--- src/rtl/sreg_pkg.sv ---
package sreg_pkg;
    localparam int BANK_W = 3;
    localparam int FLAG_W = 3;

    // Encoded as {time-out, power-down}
    typedef enum logic [1:0] {
        PWR_WDOG_SLEEP = 2'b00,
        PWR_WDOG_RUN   = 2'b01,
        PWR_ASLEEP     = 2'b10,
        PWR_FRESH      = 2'b11
    } pwr_state_e;
endpackage

--- src/rtl/sreg_pwr_fsm.sv ---
module sreg_pwr_fsm
    import sreg_pkg::*;
(
    input  logic clk,
    input  logic por_i,
    input  logic wdt_clr_i,
    input  logic sleep_i,
    input  logic wdt_to_i,
    output logic to_o,
    output logic pd_o
);
    pwr_state_e state_q, state_d;

    always_comb begin
        state_d = state_q;
        if (wdt_to_i) begin
            unique case (state_q)
                PWR_FRESH:      state_d = PWR_WDOG_RUN;
                PWR_ASLEEP:     state_d = PWR_WDOG_SLEEP;
                PWR_WDOG_RUN:   state_d = PWR_WDOG_RUN;
                PWR_WDOG_SLEEP: state_d = PWR_WDOG_SLEEP;
                default:        state_d = PWR_FRESH;
            endcase
        end else if (sleep_i) begin
            state_d = PWR_ASLEEP;
        end else if (wdt_clr_i) begin
            state_d = PWR_FRESH;
        end
    end

    always_ff @(posedge clk) begin
        if (por_i) state_q <= PWR_FRESH;
        else       state_q <= state_d;
    end

    always_comb begin
        unique case (state_q)
            PWR_FRESH:      begin to_o = 1'b1; pd_o = 1'b1; end
            PWR_ASLEEP:     begin to_o = 1'b1; pd_o = 1'b0; end
            PWR_WDOG_RUN:   begin to_o = 1'b0; pd_o = 1'b1; end
            PWR_WDOG_SLEEP: begin to_o = 1'b0; pd_o = 1'b0; end
            default:        begin to_o = 1'b1; pd_o = 1'b1; end
        endcase
    end
endmodule

--- src/rtl/sreg_field_reg.sv ---
module sreg_field_reg #(
    parameter int W = 3
) (
    input  logic         clk,
    input  logic         por_i,
    input  logic         ld_i,
    input  logic [W-1:0] d_i,
    output logic [W-1:0] q_o
);
    always_ff @(posedge clk) begin
        if (por_i)     q_o <= '0;
        else if (ld_i) q_o <= d_i;
    end
endmodule

--- src/rtl/sreg_flag_merge.sv ---
module sreg_flag_merge #(
    parameter int W = 3
) (
    input  logic         clk,
    input  logic         por_i,
    input  logic         wr_en_i,
    input  logic [W-1:0] wr_data_i,
    input  logic [W-1:0] flag_aff_i,
    input  logic [W-1:0] flag_val_i,
    output logic [W-1:0] flags_o
);
    logic         data_ok;
    logic [W-1:0] flags_d;

    // Any flag-changing instruction blocks the data path for all flags
    assign data_ok = wr_en_i && (flag_aff_i == '0);

    for (genvar i = 0; i < W; i++) begin : g_bit
        always_comb begin
            if (flag_aff_i[i])  flags_d[i] = flag_val_i[i];
            else if (data_ok)   flags_d[i] = wr_data_i[i];
            else                flags_d[i] = flags_o[i];
        end
    end

    always_ff @(posedge clk) begin
        if (por_i) flags_o <= '0;
        else       flags_o <= flags_d;
    end
endmodule

--- src/rtl/sreg_arbiter.sv ---
module sreg_arbiter #(
    parameter int BANK_W = sreg_pkg::BANK_W,
    parameter int FLAG_W = sreg_pkg::FLAG_W,
    localparam int REG_W = BANK_W + 2 + FLAG_W
) (
    input  logic              clk,
    input  logic              por_i,
    input  logic              wr_en_i,
    input  logic [REG_W-1:0]  wr_data_i,
    input  logic [FLAG_W-1:0] flag_aff_i,
    input  logic [FLAG_W-1:0] flag_val_i,
    input  logic              wdt_clr_i,
    input  logic              sleep_i,
    input  logic              wdt_to_i,
    output logic [REG_W-1:0]  status_o
);
    logic              to_bit, pd_bit;
    logic [BANK_W-1:0] bank_q;
    logic [FLAG_W-1:0] flag_q;

    sreg_pwr_fsm u_pwr (
        .clk       (clk),
        .por_i     (por_i),
        .wdt_clr_i (wdt_clr_i),
        .sleep_i   (sleep_i),
        .wdt_to_i  (wdt_to_i),
        .to_o      (to_bit),
        .pd_o      (pd_bit)
    );

    sreg_field_reg #(.W(BANK_W)) u_bank (
        .clk   (clk),
        .por_i (por_i),
        .ld_i  (wr_en_i),
        .d_i   (wr_data_i[REG_W-1 -: BANK_W]),
        .q_o   (bank_q)
    );

    sreg_flag_merge #(.W(FLAG_W)) u_flags (
        .clk        (clk),
        .por_i      (por_i),
        .wr_en_i    (wr_en_i),
        .wr_data_i  (wr_data_i[FLAG_W-1:0]),
        .flag_aff_i (flag_aff_i),
        .flag_val_i (flag_val_i),
        .flags_o    (flag_q)
    );

    assign status_o = {bank_q, to_bit, pd_bit, flag_q};
endmodule

--- config.mk ---
export PLATFORM = sky130hd
export DESIGN_NAME = sreg_arbiter
export DESIGN_NICKNAME = d
export VERILOG_FILES = /design/src/rtl/sreg_pkg.sv /design/src/rtl/sreg_pwr_fsm.sv /design/src/rtl/sreg_field_reg.sv /design/src/rtl/sreg_flag_merge.sv /design/src/rtl/sreg_arbiter.sv
export SDC_FILE = /design/constraint.sdc
export NUM_CORES = 1
export LEC_CHECK = 0
export ABC_AREA = 1
export ABC_CLOCK_PERIOD_IN_PS = 1300
export BUFFER_PORTS_ARGS = -buffer_cell sky130_fd_sc_hd__buf_2
export CORE_AREA = 2 2 39 41
export CTS_CLUSTER_DIAMETER = 60
export DETAILED_ROUTE_END_ITERATION = 6
export DIE_AREA = 0 0 41 43
export GPL_ROUTABILITY_DRIVEN = 0
export PLACE_DENSITY_LB_ADDON = 0.05
export SYNTH_ARGS = -nofsm -noshare
export SYNTH_HDL_FRONTEND = slang
export SYNTH_SLANG_ARGS = --single-unit
--- constraint.sdc ---
create_clock -name clk -period 1.3 [get_ports clk]
set_input_delay 0.13 -clock clk [delete_from_list [all_inputs] [get_ports clk]]
set_output_delay 0.13 -clock clk [all_outputs]
set_load 0.01 [all_outputs]
==> impl_metrics.yaml, run 1 <==
synth:
  synth.area.top_cells: "dfxtp_1 (41%), nor2_1 (12%), o21ai_0 (10%)"
  synth_top_family_by_area: "simple AND/OR/NAND/NOR gates"
  syn_area_um2: 387.9
  yosysTopAreaCellShare: 0.4129
  synth_compound_area_frac: 0.1677
  synth-simple-area-share: 0.2742
  yosysTopAreaCell: "dfxtp_1"
  syn_area_per_cell_um2: 7.052
  synth.area.mux_share: 0
  synthXorXnorAreaFrac: 0
  synthAdderAreaFrac: 0
  synth_nets: 75
  yosysWarnings: 0
  ys_ff_latch: 8
  yosysSeqAreaShare: 0.4129
  netlist_instances: 55
  yosysUniqueCellTypes: 12
finish:
  layout_common_cells: "buf_2 (25), nor2_1 (12), inv_1 (8), o21ai_0 (8), dfxtp_1 (8)"
  diodes: 0
  fin_cells: 95
  fin_util: 0.3852
  drive_gt1_frac: 0.3924
  final_nets: 101
  design_area_um2: 533.0
  synthToLayoutAreaGrowth_pct: 37.42
  final_common_cell: "buf_2"
detailed_routing:
  avgViaCountPerCell: 3.979
  finalWirelength_um: 805
  first_pass_iters: 4
  routedWlPerCell_um: 8.474
  drtIter0Drc: 2
  ant_nets: 0
  post-route-drc-count: 0
  vias: 378
flow_run:
  maxCapViolCount: 0
global_routing:
  grt_pass1_wl_um: 1179
  globalRouteOverflowTotal: 0
  antenna_found_initial: 0
  globalRouteTotalUtil: 0.1087
  grt_max_degree: 7
  grt_pass1_vias: 310
cts:
  clock-sinks: 8
  root_buffer: "clkbuf_4"
  cts_setup_buffers: 0
  cts_made_buffers: 3
  cts_max_level: 1
  insertion_delay_ns: 0.25
  cts_hold_buf: 0
  cts_max_path_buffers: 2
  post_cts_resized: 0
  tritoncts: "yes"
  path_clk_slew_ns: 0.06
worst_setup_path:
  crit_chain: "buf_2"
  cp_data_required_time_ns: 1.17
  startpoint_type: "flop"
  crit_buf_inv: 1
  cp.arrival_ns: 0.71
  worstSetupPathType: "flop to output pin"
  reg2reg_from: "u_flags.flags_o[0]"
  crit_slowest_cell: "dfxtp_1"
  critPathMaxFanout: 2
  crit_start: "u_flags.flags_o[0]"
  critical-path-top-delay-family: "flip-flops"
  slowest_delay_ns: 0.33
  cp-end-kind: "output pin"
placement:
  place_area_um2: 510.5
  dp_hpwl_um: 649.2
  placedCellCount: 92
  portBuffers: 25
floorplanning:
  rows: 14
  die_area_um2: 1763
  coreArea_um2: 1384
  initial_core_util: 0.2803
  dieHeight_um: 43
  io_pins: 28
  die_w_um: 41
timing:
  rsz0062_at_grt: "no"
  finalClockSkew_ns: 0
  fmaxAchievable_mhz: 1187
  final_max_slew_viol_count: 0
  worst_pin_slew_ns: 0.2913
  setup_viol: 0
  fin_crit_ns: 0.8422
  finalHoldViolations: 0
  fin_crit_sh: 0.6478
  final.setup.tns_ns: 0
  relSlewSlack: 0.8037
pwr:
  p_sw_frac: 0.2687
  p_sw_uw: 153.5
  power_per_cell_area_nw_per_um2: 1072
  power_frac_seq: 0.473
  vdd_drop_max_mv: 0.3697
  p_leak_uw: 0.0002936
  p_comb_frac: 0.185
  p_clk_frac: 0.342
  p_int_uw: 417.7
min_path:
  hp-start: "sleep_i"
  hold_path.class: "primary input to flop"
run_status:
  status: "finished clean"
[flip-flops by register name, indices dropped and copies added, names as in the netlist]
name	cells
u_pwr.state_q	2
u_bank.q_o	3
u_flags.flags_o	3
[synth_stat cells]
| library cell | number |
|---|---|
| nor2_1 | 12 |
| dfxtp_1 | 8 |
| inv_1 | 8 |
| o21ai_0 | 8 |
| a21oi_1 | 5 |
| nand2_1 | 4 |
| nand3_1 | 3 |
| buf_4 | 2 |
| clkbuf_1 | 2 |
| inv_2 | 1 |
| nor2_4 | 1 |
| nor2_8 | 1 |
[final timing paths]
check | end | slack (ns) | depth (start not counted)
max | status_o[0] | 0.46 | 1
min | u_pwr.state_q[0] | 0.09 | 2
max reg2reg | u_flags.flags_o[0] | 0.62 | 4
min reg2reg | u_pwr.state_q[1] | 0.45 | 2
[area by class of cell]
class | instances | area, um^2
clock buffers | 3 | 22.52
fillers | 157 | 850.8
inverters | 9 | 33.78
multi-input cells | 34 | 171.4
flip-flops and latches | 8 | 160.2
well taps | 16 | 20.02
repair buffers | 25 | 125.1
[metal layers]
layer	global-route usage	routed length (um)
met4	0.1200	15
met3	0.04712	65
met5	0	0
met1	0.1197	379
met2	0.1375	345
[stage by stage]
stage               hold slack [ns]  setup slack [ns]  power, uW
global placement             0.3461            0.5107      382.5
global route                0.07521            0.4136      612.4
CTS                         0.07665            0.4473      584.1
floorplan                    0.2184            0.6240      336.0
detailed placement           0.3481            0.5189      382.9
finish                      0.08528            0.4578      571.2
[logic make-up after synthesis]
logic type	Yosys count
and+or+nand+nor	21
AOI/OAI and AO/OA	13
buffers and inverters	13
DFF	8
[power groups by stage]
stage               logic (uW)  clock network [uW]  registers, uW
floorplan                 53.9                   0            282
global placement           107                   0            275
detailed placement         107                   0            276
CTS                        108                 206            270
global route               119                 221            272
finish                     106                 196            270
(Power assumes the default switching activity.)
==> run 2, diff against run 1 <==
- ABC_CLOCK_PERIOD_IN_PS: 1300 -> 800
- clock period: 1.3 -> 0.8 ns (I/O delays scaled with it)
==> run 2 against run 1 <==
  * Critical path depth unchanged
  * Die area unchanged
  * Critical endpoint is now status_o[1]
  * Global-route usage up 0.079 points
  * Cell count up 1.1%
  * Count of clock-buffer cells in the layout unchanged
  * Via count up 2.9%
  * Core utilization up 4.0 points
  * Total power up 67%
  * First-iteration DRC count down 100%
  * Final area up 10%
  * Combinational power up 86%
  * Critical path type unchanged
  * Sequential power up 67%
==> impl_metrics.yaml, run 2 (synthesis gave the netlist of run 1 again) <==
run_status:
  status: "finished clean"
detailed_routing:
  drtIter0Drc: 0
  post-route-drc-count: 0
  finalWirelength_um: 790
  vias: 389
  first_pass_iters: 1
  routedWlPerCell_um: 8.229
  ant_nets: 0
  avgViaCountPerCell: 4.052
finish:
  synthToLayoutAreaGrowth_pct: 51.61
  layout_common_cells: "buf_2 (19), nor2_1 (12), inv_1 (8), o21ai_0 (8), dfxtp_2 (8)"
  design_area_um2: 588.1
  final_common_cell: "buf_2"
  drive_gt1_frac: 0.5000
  final_nets: 102
  top_regs: "u_bank.q_o (3), u_flags.flags_o (3), u_pwr.state_q (2)"
  diodes: 0
cts:
  cts_max_level: 1
  insertion_delay_ns: 0.24
  root_buffer: "clkbuf_4"
  cts_max_path_buffers: 2
  path_clk_slew_ns: 0.06
  clock-sinks: 8
  tritoncts: "yes"
  cts_made_buffers: 3
  cts_setup_buffers: 0
worst_setup_path:
  r2r_cells: 4
  reg2reg_from: "u_flags.flags_o[0]"
  crit_buf_inv: 1
  cp-end-kind: "output pin"
  crit_slowest_cell: "dfxtp_2"
  critPathMaxFanout: 2
  worstSetupPathType: "flop to output pin"
  cp_data_required_time_ns: 0.72
  startpoint_type: "flop"
  critical-path-top-delay-family: "flip-flops"
  slowest_delay_ns: 0.31
  r2r_setup_slack_ns: 0.12
  crit_chain: "buf_2"
  r2r_end: "u_flags.flags_o[0]"
  cp.arrival_ns: 0.69
floorplanning:
  die_area_um2: 1763
  coreArea_um2: 1384
  io_pins: 28
  die_w_um: 41
  rows: 14
  dieHeight_um: 43
  initial_core_util: 0.2803
min_path:
  hold_path.class: "primary input to flop"
  hp-start: "sleep_i"
  hold_path_depth: 2
  hold_path_end: "u_pwr.state_q[0]"
timing:
  final_max_slew_viol_count: 0
  relSlewSlack: 0.8043
  fmaxAchievable_mhz: 1304
  final.setup.tns_ns: 0
  finalClockSkew_ns: 0
  worst_pin_slew_ns: 0.2905
  finalHoldViolations: 0
  fin_crit_ns: 0.7669
  fin_crit_sh: 0.9586
  rsz0062_at_grt: "no"
  hold_slack_ns: 0.02923
  setup_viol: 0
flow_run:
  maxCapViolCount: 0
global_routing:
  globalRouteTotalUtil: 0.1094
  antenna_found_initial: 0
  grt_max_degree: 7
  globalRouteOverflowTotal: 0
  grt_pass1_vias: 309
  grt_pass1_wl_um: 1228
pwr:
  vdd_drop_max_mv: 0.6178
  p_leak_uw: 0.0003107
  p_total_uw: 953.7
  power_per_cell_area_nw_per_um2: 1622
placement:
  portBuffers: 25
  place_area_um2: 518.0
  dp_hpwl_um: 654.2
run 2: worst max-delay path by stage:
| stage | end | startpoint | cells after the start |
|---|---|---|---|
| 2_1_floorplan | u_flags.flags_o[0] | u_flags.flags_o[0] | 4 |
| 3_3_place_gp | u_flags.flags_o[2] | flag_aff_i[1] | 5 |
| 3_5_place_dp | u_pwr.state_q[0] | wdt_to_i | 5 |
| 4_1_cts | status_o[0] | u_flags.flags_o[0] | 1 |
| 5_1_grt | status_o[1] | u_flags.flags_o[1] | 1 |
| 6_report | status_o[1] | u_flags.flags_o[1] | 1 |
run 2: per-stage QoR:
stage	utilization	setup slack, ns	cells
floorplan	-	0.1240	55
global placement	0.3743	0.07269	93
detailed placement	0.3743	0.07381	93
CTS	0.3906	0.002568	96
global route	0.4250	0.0004007	96
finish	0.4250	0.03309	96
run 2: final cells by class:
cell class | count | area, um^2
Sequential cell | 8 | 170.2
Multi-Input combinational cell | 34 | 171.4
Inverter | 9 | 33.78
Tap cell | 16 | 20.02
Timing Repair Buffer | 26 | 170.2
Fill cell | 151 | 795.8
Clock buffer | 3 | 22.52
run 2: power by group:
part | internal, uW | switching, uW
Clock | 172 | 135
Sequential | 433 | 16.7
Combinational | 106 | 91.8
Total | 710 | 243
run 2: timing repair:
item / 4_1_cts / 5_1_grt
gates resized for setup: 0 / 14
setup endpoints to repair: 0 / 8
hold buffers: 0 / 0
run 2: metal layers:
layer | vias to the layer above | GRT usage | share of wire
met5 | - | 0 | 0
met3 | 2 | 0.04712 | 0.077
li1 | 220 | - | -
met2 | 15 | 0.1375 | 0.46
met4 | 0 | 0.1000 | 0.018
met1 | 152 | 0.1318 | 0.44
==> run 3, diff against run 2 <==
- SYNTH_HIERARCHICAL: default -> 1
==> run 3 against run 2 <==
  * Sequential cell count stayed put
  * Final area is 6.0% higher
  * Count of clock-buffer cells in the layout stayed put
  * Critical endpoint unchanged
  * Highest routed layer is now met3
  * Sequential share of layout area is 1.6 points lower
  * Die area stayed put
  * Synthesized area is 5.8% higher
==> impl_metrics.yaml, run 3 <==
worst_setup_path:
  cp_data_required_time_ns: 0.72
  crit_chain: "buf_6"
  slowest_delay_ns: 0.32
  reg2reg_from: "u_flags/flags_o[0]"
  startpoint_type: "flop"
  critPathMaxFanout: 2
  r2r_cells: 4
  cp.arrival_ns: 0.69
  crit_buf_inv: 1
  r2r_setup_slack_ns: 0.12
  r2r_end: "u_flags/flags_o[0]"
  critical-path-top-delay-family: "flip-flops"
  crit_slowest_cell: "dfxtp_2"
  cp-end-kind: "output pin"
  worstSetupPathType: "flop to output pin"
global_routing:
  grt_pass1_vias: 381
  grt_pass1_wl_um: 1476
  globalRouteTotalUtil: 0.1296
  grt_max_degree: 7
  antenna_found_initial: 0
  globalRouteOverflowTotal: 0
placement:
  portBuffers: 25
  dp_hpwl_um: 670.3
synth:
  syn_area_per_cell_um2: 6.314
  yosysTopAreaCellShare: 0.3902
  synth-async-reset-ratio: 0
  synth_common_cells: "inv_1 (14), nor2_1 (13), nand2_1 (10), dfxtp_1 (8), nand3_1 (6)"
  yosysUniqueCellTypes: 12
  synth_nets: 85
  ys_ff_latch: 8
  syn_area_um2: 410.4
  netlist_instances: 65
  yosysWarnings: 6
  synthFlopType: "dfxtp_1"
  yosysMostFrequentCell: "inv_1"
  yosysTopAreaCell: "dfxtp_1"
  yosysSeqAreaShare: 0.3902
  synth.area.top_cells: "dfxtp_1 (39%), inv_1 (13%), nor2_1 (12%)"
  synth_enable_flop_cells: 0
cts:
  tritoncts: "yes"
  cts_hold_buf: 0
  insertion_delay_ns: 0.25
  cts_max_level: 1
  path_clk_slew_ns: 0.06
  cts_setup_buffers: 0
  cts_made_buffers: 3
  clock-sinks: 8
  root_buffer: "clkbuf_4"
  cts_max_path_buffers: 2
finish:
  drive_gt1_frac: 0.4444
  synthToLayoutAreaGrowth_pct: 51.83
  top_regs: "u_bank/q_o (3), u_flags/flags_o (3), u_pwr/state_q (2)"
  final_nets: 112
  fin_util: 0.4503
  final_common_cell: "buf_2"
  layout_common_cells: "buf_2 (17), inv_1 (14), nor2_1 (13), nand2_1 (10)"
  diodes: 0
min_path:
  hp-start: "por_i"
  hold_path.class: "primary input to flop"
  hold_path_end: "u_pwr/state_q[1]"
  hold_path_depth: 3
pwr:
  p_clk_frac: 0.325
  power_per_cell_area_nw_per_um2: 1586
  p_sw_frac: 0.2673
  p_comb_frac: 0.217
  p_total_uw: 988.2
  p_sw_uw: 264.1
  p_int_uw: 724.1
  power_frac_seq: 0.458
  vdd_drop_max_mv: 0.6694
  p_leak_uw: 0.0003495
timing:
  relSlewSlack: 0.8397
  setup_viol: 0
  finalClockSkew_ns: 0
  finalHoldViolations: 0
  rsz0062_at_grt: "yes"
  fmaxAchievable_mhz: 1295
  worst_pin_slew_ns: 0.2402
  fin_crit_ns: 0.7723
  final_max_slew_viol_count: 0
  fin_crit_sh: 0.9653
detailed_routing:
  finalWirelength_um: 849
  first_pass_iters: 2
  vias: 439
  avgViaCountPerCell: 4.142
  ant_nets: 0
  post-route-drc-count: 0
  routedWlPerCell_um: 8.009
  drtIter0Drc: 2
floorplanning:
  initial_core_util: 0.2966
  dieHeight_um: 43
  die_area_um2: 1763
  rows: 14
  io_pins: 28
  coreArea_um2: 1384
  die_w_um: 41
run_status:
  status: "finished clean"
flow_run:
  maxCapViolCount: 0
## run 3: changes by cell type in the layout (fill, tap and decap cells not counted), sizes merged
cell | previous run | this run
o21ai | 8 | 4
nand2 | 4 | 10
nand3 | 3 | 6
nand3b | 0 | 1
a21oi | 5 | 3
nor2 | 14 | 15
inv | 9 | 14
## run 3: per-layer routing
metal / part of all wire / wire [um] / global-route usage
met4: 0 / 0 / 0.04000
met5: 0 / 0 / 0
met2: 0.47 / 396 / 0.1688
met1: 0.45 / 383 / 0.1645
met3: 0.081 / 69 / 0.09424
## run 3: area by class of cell
type                       count  area [um^2]
sequential                     8        170.2
fill                         149        760.7
multi-input combinational     39        175.2
timing repair buffer          26        182.7
inverter                      14        52.55
tap                           16        20.02
clock buffer                   3        22.52
## run 3: cell families after synthesis
| group | synth area share |
|---|---|
| AOI/OAI and AO/OA | 0.09449 |
| buffers and inverters | 0.1829 |
| DFF | 0.3902 |
| and+or+nand+nor | 0.3323 |
## run 3: power groups by stage
| stage | Sequential, uW | Combinational, uW | Clock [uW] |
|---|---|---|---|
| global route | 457 | 245 | 377 |
| detailed placement | 449 | 185 | 0 |
| finish | 453 | 214 | 322 |
| global placement | 449 | 185 | 0 |
| floorplan | 460 | 94.5 | 0 |
| CTS | 443 | 185 | 343 |
## run 3: worst max-delay path by stage
stage	from	end	depth (start not counted)
4_1_cts	u_pwr/state_q[0]	status_o[3]	1
2_1_floorplan	u_flags/flags_o[0]	u_flags/flags_o[0]	4
3_5_place_dp	flag_aff_i[1]	u_flags/flags_o[1]	5
6_report	u_flags/flags_o[1]	status_o[1]	1
3_3_place_gp	flag_aff_i[1]	u_flags/flags_o[1]	5
5_1_grt	u_flags/flags_o[1]	status_o[1]	1
## run 3: what timing repair did
| item | CTS | global route |
|---|---|---|
| pin swaps | 0 | 0 |
| endpoints found under the setup margin | 4 | 8 |
| gates resized for setup | 4 | 12 |
| gates cloned | 0 | 0 |
## run 3: metrics by stage
step	area (um^2)	std cells	setup TNS, ns	hold WS (ns)	worst slack (ns)
floorplan	410.4	65	0	0.1998	0.1240
global placement	540.5	103	0	0.3421	0.003703
detailed placement	540.5	103	0	0.3468	0.009258
CTS	568.0	106	0	0.07533	0.00004269
global route	623.1	106	-0.04168	0.08423	-0.008132
finish	623.1	106	0	0.07755	0.02773
